==> config.mk <==
export PLATFORM = sky130hd
export DESIGN_NAME = tx_event_stats
export DESIGN_NICKNAME = d
export VERILOG_FILES = /design/src/rtl/tx_event_stats_pkg.sv /design/src/rtl/tes_field_cnt.sv /design/src/rtl/tes_roll_flag.sv /design/src/rtl/tx_event_stats.sv
export SDC_FILE = /design/constraint.sdc
export NUM_CORES = 1
export LEC_CHECK = 0
export CAP_MARGIN = 20
export CORE_UTILIZATION = 44
export CTS_BUF_LIST = sky130_fd_sc_hd__clkbuf_2
export DETAILED_ROUTE_END_ITERATION = 12
export GPL_ROUTABILITY_DRIVEN = 0
export GPL_TIMING_DRIVEN = 0
export PLACE_DENSITY_LB_ADDON = 0.25
export SLEW_MARGIN = 20
export SYNTH_ARGS = -nofsm -noshare
export SYNTH_HDL_FRONTEND = slang
export SYNTH_SLANG_ARGS = --single-unit
==> constraint.sdc <==
create_clock -name clk -period 1.2 [get_ports clk]
set_input_delay 0.12 -clock clk [delete_from_list [all_inputs] [get_ports clk]]
set_output_delay 0.12 -clock clk [all_outputs]
set_load 0.01 [all_outputs]
==> src/rtl/tx_event_stats_pkg.sv <==
package tx_event_stats_pkg;
  localparam int unsigned CNT_W    = 4;
  localparam int unsigned N_EVENTS = 4;
  localparam int unsigned WORD_W   = CNT_W * N_EVENTS;
endpackage

==> src/rtl/tes_field_cnt.sv <==
module tes_field_cnt #(
  parameter int unsigned W = 4
) (
  input  logic         clk,
  input  logic         rst_n,
  input  logic         inc,
  input  logic         clr,
  output logic [W-1:0] cnt,
  output logic         wrap
);
  logic [W-1:0] base;
  logic [W-1:0] cnt_next;
  logic         cnt_en;

  always_comb begin
    base     = clr ? '0 : cnt;
    cnt_next = base + W'(inc);
    cnt_en   = inc | clr;
  end

  assign wrap = inc & ~clr & (cnt == {W{1'b1}});

  always_ff @(posedge clk or negedge rst_n) begin
    if (!rst_n)      cnt <= '0;
    else if (cnt_en) cnt <= cnt_next;
  end


  hold_when_idle_chk: assert property (@(posedge clk) disable iff (!rst_n)
    (!inc && !clr) |=> $stable(cnt));

  step_by_one_chk: assert property (@(posedge clk) disable iff (!rst_n)
    (inc && !clr) |=> (cnt == W'($past(cnt) + 1'b1)));

  clear_to_zero_chk: assert property (@(posedge clk) disable iff (!rst_n)
    (clr && !inc) |=> (cnt == '0));

  clear_keeps_event_chk: assert property (@(posedge clk) disable iff (!rst_n)
    (clr && inc) |=> (cnt == W'(1)));
endmodule

==> src/rtl/tes_roll_flag.sv <==
module tes_roll_flag (
  input  logic clk,
  input  logic rst_n,
  input  logic set,
  input  logic clr,
  output logic flag
);
  logic flag_next;

  always_comb flag_next = clr ? 1'b0 : (flag | set);

  always_ff @(posedge clk or negedge rst_n) begin
    if (!rst_n) flag <= 1'b0;
    else        flag <= flag_next;
  end


  rise_needs_wrap_chk: assert property (@(posedge clk) disable iff (!rst_n)
    $rose(flag) |-> $past(set));

  sticky_flag_chk: assert property (@(posedge clk) disable iff (!rst_n)
    (flag && !clr) |=> flag);

  read_clears_flag_chk: assert property (@(posedge clk) disable iff (!rst_n)
    clr |=> !flag);
endmodule

==> src/rtl/tx_event_stats.sv <==
module tx_event_stats
  import tx_event_stats_pkg::*;
(
  input  logic              clk,
  input  logic              rst_n,
  input  logic              ev_one_col,
  input  logic              ev_multi_col,
  input  logic              ev_deferred,
  input  logic              ev_long_defer,
  input  logic              rd_stb,
  input  logic              irq_en,
  output logic [WORD_W-1:0] rd_data,
  output logic              roll_flag,
  output logic              irq
);
  logic [N_EVENTS-1:0] ev_vec;
  logic [N_EVENTS-1:0] wrap_vec;
  logic                any_wrap;

  assign ev_vec = {ev_long_defer, ev_deferred, ev_multi_col, ev_one_col};

  for (genvar i = 0; i < N_EVENTS; i++) begin : g_field
    tes_field_cnt #(.W(CNT_W)) u_cnt (
      .clk   (clk),
      .rst_n (rst_n),
      .inc   (ev_vec[i]),
      .clr   (rd_stb),
      .cnt   (rd_data[i*CNT_W +: CNT_W]),
      .wrap  (wrap_vec[i])
    );
  end

  assign any_wrap = |wrap_vec;

  tes_roll_flag u_flag (
    .clk   (clk),
    .rst_n (rst_n),
    .set   (any_wrap),
    .clr   (rd_stb),
    .flag  (roll_flag)
  );

  assign irq = roll_flag & irq_en;


  irq_masked_chk: assert property (@(posedge clk) disable iff (!rst_n)
    !irq_en |-> !irq);

  wrap_sets_flag_chk: assert property (@(posedge clk) disable iff (!rst_n)
    (any_wrap && !rd_stb) |=> roll_flag);
endmodule

== Word-level counts from Yosys, hierarchy flattened ==
Index checks and enable logic that the tools add are counted.
Cells by class
  $add $sub $neg: 4
  mux-type cells: 5
  equal/unequal tests: 4
  reductions and logical operators: 1
  bitwise operators: 15
Operators by type and width (number)
  $add A4 B1 Y4: 4
  $eq A4 B4 Y1 const B: 4
  $mux W4: 4
  $and A1 B1 Y1: 9
  $or A1 B1 Y1: 5
  $reduce_or A4 Y1: 1
  $mux W1: 1
  $not A1 Y1: 1
Storage, ports and cells
  input bits: 8
  flip-flop bits (word level): 17
  output and inout bits: 18

== Depth between registers and ports, before layout ==
  depth in word-level cells: 6
  depth in mapped cells: 8
  gate-level depth less buffers: 6

== Hierarchy ==
Synthesis repeated with hierarchy kept, for this count alone.
Unflattened totals
  cell total of the unflattened synthesis: 88
  area, all modules: 1024.7 µm²
By module, submodules not included
  tes_field_cnt: instances 4, cells an instance 21, seq. area each 100.1 µm², area an instance 244.0 µm²
  tes_roll_flag: instances 1, cells an instance 2, seq. area each 25.0 µm², area an instance 35.0 µm²
  tx_event_stats: instances 1, cells an instance 2, seq. area each 0.0 µm², area an instance 13.8 µm²

== Worst setup path before layout ==
Ideal clock, no wire load.
  path kind: register to register
  from: reg g_field[3].u_cnt.cnt[0]
  to: reg g_field[3].u_cnt.cnt[1]
  stages on the path, launching flop included: 5
  period minus slack after synthesis: 1362 ps
  setup time: 125 ps
  data arrival time: 1238 ps
  required time: 1075 ps
  setup slack: -162 ps
  path through: dfrtp_1 > nor2b_1 > ha_1 > ha_1 > mux2_2
Between the ends
  cells in the longest elaborated chain, start to end: 2
RTL lines
  start: declaration: line tes_field_cnt.sv:8  | output logic [W-1:0] cnt,
  start signal: assignment: line tes_field_cnt.sv:25  | else if (cnt_en) cnt <= cnt_next;
  $mux W4: line tes_field_cnt.sv:16  | base = clr ? '0 : cnt;
  $add A4 B1 Y4: line tes_field_cnt.sv:17  | cnt_next = base + W'(inc);
  net g_field[3].u_cnt.cnt_next[1]: line tes_field_cnt.sv:12  | logic [W-1:0] cnt_next;
The timed path passes the listed nets, and every way through them passes these cells.
A chain may end at the register's enable or synchronous reset.

== Worst setup path after layout ==
  from: reg g_field[0].u_cnt.cnt[0]
  to: reg g_field[0].u_cnt.cnt[1]
Between the ends
  cells in the longest elaborated chain, start to end: 2
RTL lines (line)
  start: declaration: tes_field_cnt.sv:8
  start signal: assignment: tes_field_cnt.sv:25
  $mux W4: tes_field_cnt.sv:16
  $add A4 B1 Y4: tes_field_cnt.sv:17
  net g_field[0].u_cnt.cnt_next[1]: tes_field_cnt.sv:12
The timed path passes the listed nets, and every way through them passes these cells.

==> summary.txt <==
Timing
  – RSZ-0062 raised after global routing: true
  – Clock Skew: slightly below 0.007 ns
  – Fin Setup TNS: -0.442 ns
  – Final Hold Viols: 0
  – Minimum clock period: approximately 1.3 ns
  – Tightest Pin Transition: 0.801 ns
  – Slew margin rel.: 0.464
  – Final Worst Setup Slack: -0.103 ns
  – Final setup vio count: 9
  – Final period utilization: 1.09
  – Fmax: between 700 and 800 MHz
  – Max Slew Vio Count: 0

Setup path
  – Worst Setup Start Kind: register
  – Critical path buffers and inverters: 0
  – Worst-path fanout max: 2
  – Data arrival time of the worst path: between 1.5 and 2 ns
  – Largest delay share family, worst path: flip-flops
  – Required @ worst endpoint: roughly 1.4 ns
  – CP max-delay cell: dfrtp_1
  – CP Class: register to register
  – Cell Chain, Critical Path: nor2b_4 > ha_4 > ha_4 > mux2_4
  – Most frequent CP cell: ha_4
  – Worst stage delay on the critical path: ~0.44 ns
  – CP endpoint kind: register

Floorplanning
  – DIE AREA: approximately 2300 µm²
  – Core Area: 1960 µm²
  – Initial Util: 0.467
  – Die Ht: 47.7 µm
  – Die Wd: between 40 and 50 µm
  – I/O pins: 26
  – Row Count: 16

Route
  – Wire per inst: approximately 16 µm
  – Final WL: ~2700 µm
  – Vias: roughly 900
  – Via density: approximately 5.4
  – Remaining DRCs: 0
  – Iteration-0 DRC Markers: 14
  – Final ANT Viol Nets: 0
  – Number of detailed-route iterations in the first pass: 4

Clock network
  – H-tree Lvls: 1
  – Clk sinks: 17
  – CTS Buf Count: 3
  – Reg clk slew, reported paths: around 0.17 ns
  – Worst-Skew Late Latency: about 0.3 ns
  – Max clock buf depth: 2
  – CTS tree: built
  – CTS root buffer: clkbuf_2

Synth
  – Synth Cell Area: between 900 and 1000 µm²
  – Syn avg cell area: between 10 and 15 µm²
  – Post-synthesis sequential area ratio: 0.464
  – Yosys warning count: 0
  – Syn Inst Count: 86
  – Syn_nets: 102
  – Library cells used by synthesis: 17
  – Flops & latches, synth: 17

Placed design
  – Post-Place Worst Slack: -0.316 ns
  – Post-Place Cell Area: between 1000 and 1500 µm²
  – Count of input and output buffers: 24

Final layout
  – Layout cells sized above 1: 0.518
  – Most common cell after layout, fill and taps aside: buf_4
  – Core Util, Final: 0.814
  – Fin area: between 1500 and 2000 µm²
  – Most frequent cells in the layout: 27 x buf_4, 17 x dfrtp_1, 13 x dlygate4sd2_1
  – Ant. Diodes: 0
  – Final #Nets: 158
  – Area delta synth->final: 74.2%

Min path
  – HP Class: primary input to register

Power and ir drop
  – VDD IR max: about 0.00083 V
  – Leakage Power: roughly 0.00078 µW
  – Tot Pwr: 1670 µW
  – Power Density: approximately 1000 nW/µm²

Run status
  – Failing checks: negative setup slack
  – Status: complete, but fails checks

GRT
  – Initial antenna violation count: 0
  – Total GRT Usage: 0.238
  – Global-route wire length before repair: around 3700 µm
  – Vias in the first global route: between 800 and 900
  – Largest net degree at the start of global routing: 18
  – Gr ovfl total: 0

Job
  – Max cap viols: 0
[kinds of logic after synthesis]
logic type,after synthesis,synth area share
compound gates,14,0.0819
xor+xnor,4,0.0382
mux,8,0.0982
flops,17,0.464
fa+ha+maj,8,0.109
buf+inv,3,0.0218
simple gates,32,0.187
[sequential cells by signal, summed over array words and instances, names as in the netlist]
register / flops
g_field.u_cnt.cnt: 16
u_flag.flag: 1
[cells in the mapped netlist, drive strengths merged]
library cell / count / area [µm²]
nor2b: 8 / 50.1
nor2: 8 / 30.0
o21ai: 4 / 20.0
nand3: 7 / 35.0
xor2: 4 / 35.0
inv: 1 / 3.75
and3: 4 / 25.0
nand4: 4 / 25.0
and2: 1 / 6.26
dfrtp: 17 / 425
a31oi: 1 / 6.26
a41oi: 1 / 8.76
buf: 2 / 16.3
mux2: 8 / 90.1
a21oi: 8 / 40.0
ha: 8 / 100
[cell type report]
cell class,instances,area [µm²]
multi-input combinational,66,684
sequential,17,425
timing repair buffer,51,414
fill,118,364
tap,27,33.8
clock buffer,4,20.0
buffer,2,16.3
inverter,1,3.75
[worst register-to-register path, stage by stage (launching register included)]
cell and delay, ns:
dfrtp_1 0.44, nor2b_4 0.14, ha_4 0.18, ha_4 0.20, mux2_4 0.26
[repair_timing]
| action | in CTS | in global routing |
|---|---|---|
| hold buffers | 0 | 0 |
| buffers inserted | 23 | 4 |
| endpoints found under the setup margin | 30 | 19 |
| gates resized for setup | 36 | 25 |
| pin swaps | 5 | 4 |
[worst paths after layout]
kind,endpoint,slack [ns],cells past startpoint,from
max,g_field[0].u_cnt.cnt[1],-0.10,4,g_field[0].u_cnt.cnt[0]
min,g_field[0].u_cnt.cnt[1],0.25,3,rd_stb
max reg2reg,g_field[0].u_cnt.cnt[1],-0.10,4,g_field[0].u_cnt.cnt[0]
min reg2reg,u_flag.flag,0.63,2,u_flag.flag
max in group asynchronous,u_flag.flag,0.45,1,rst_n
min in group asynchronous,g_field[0].u_cnt.cnt[3],0.26,1,rst_n
[routing by layer]
layer	share of wire	track usage	wire length (µm)
met1	0.41	0.276	1090
met2	0.52	0.408	1380
met3	0.049	0.0453	129
met4	0.017	0.139	44
met5	0	0	0
[metrics by stage]
stage                     hold slack [ns]  std cells
after floorplan                    -0.176         86
after global placement              0.530        137
after detailed placement            0.537        137
after CTS                           0.228        164
after global routing                0.232        168
final                               0.250        168
[where the power goes]
group          internal, µW  leakage, µW  switching, µW
Sequential              635     0.000225           39.0
Clock                  88.3    0.0000166            185
Combinational           437     0.000534            289
Total                  1160     0.000775            512
No activity file was read; power rests on OpenSTA's default activity.
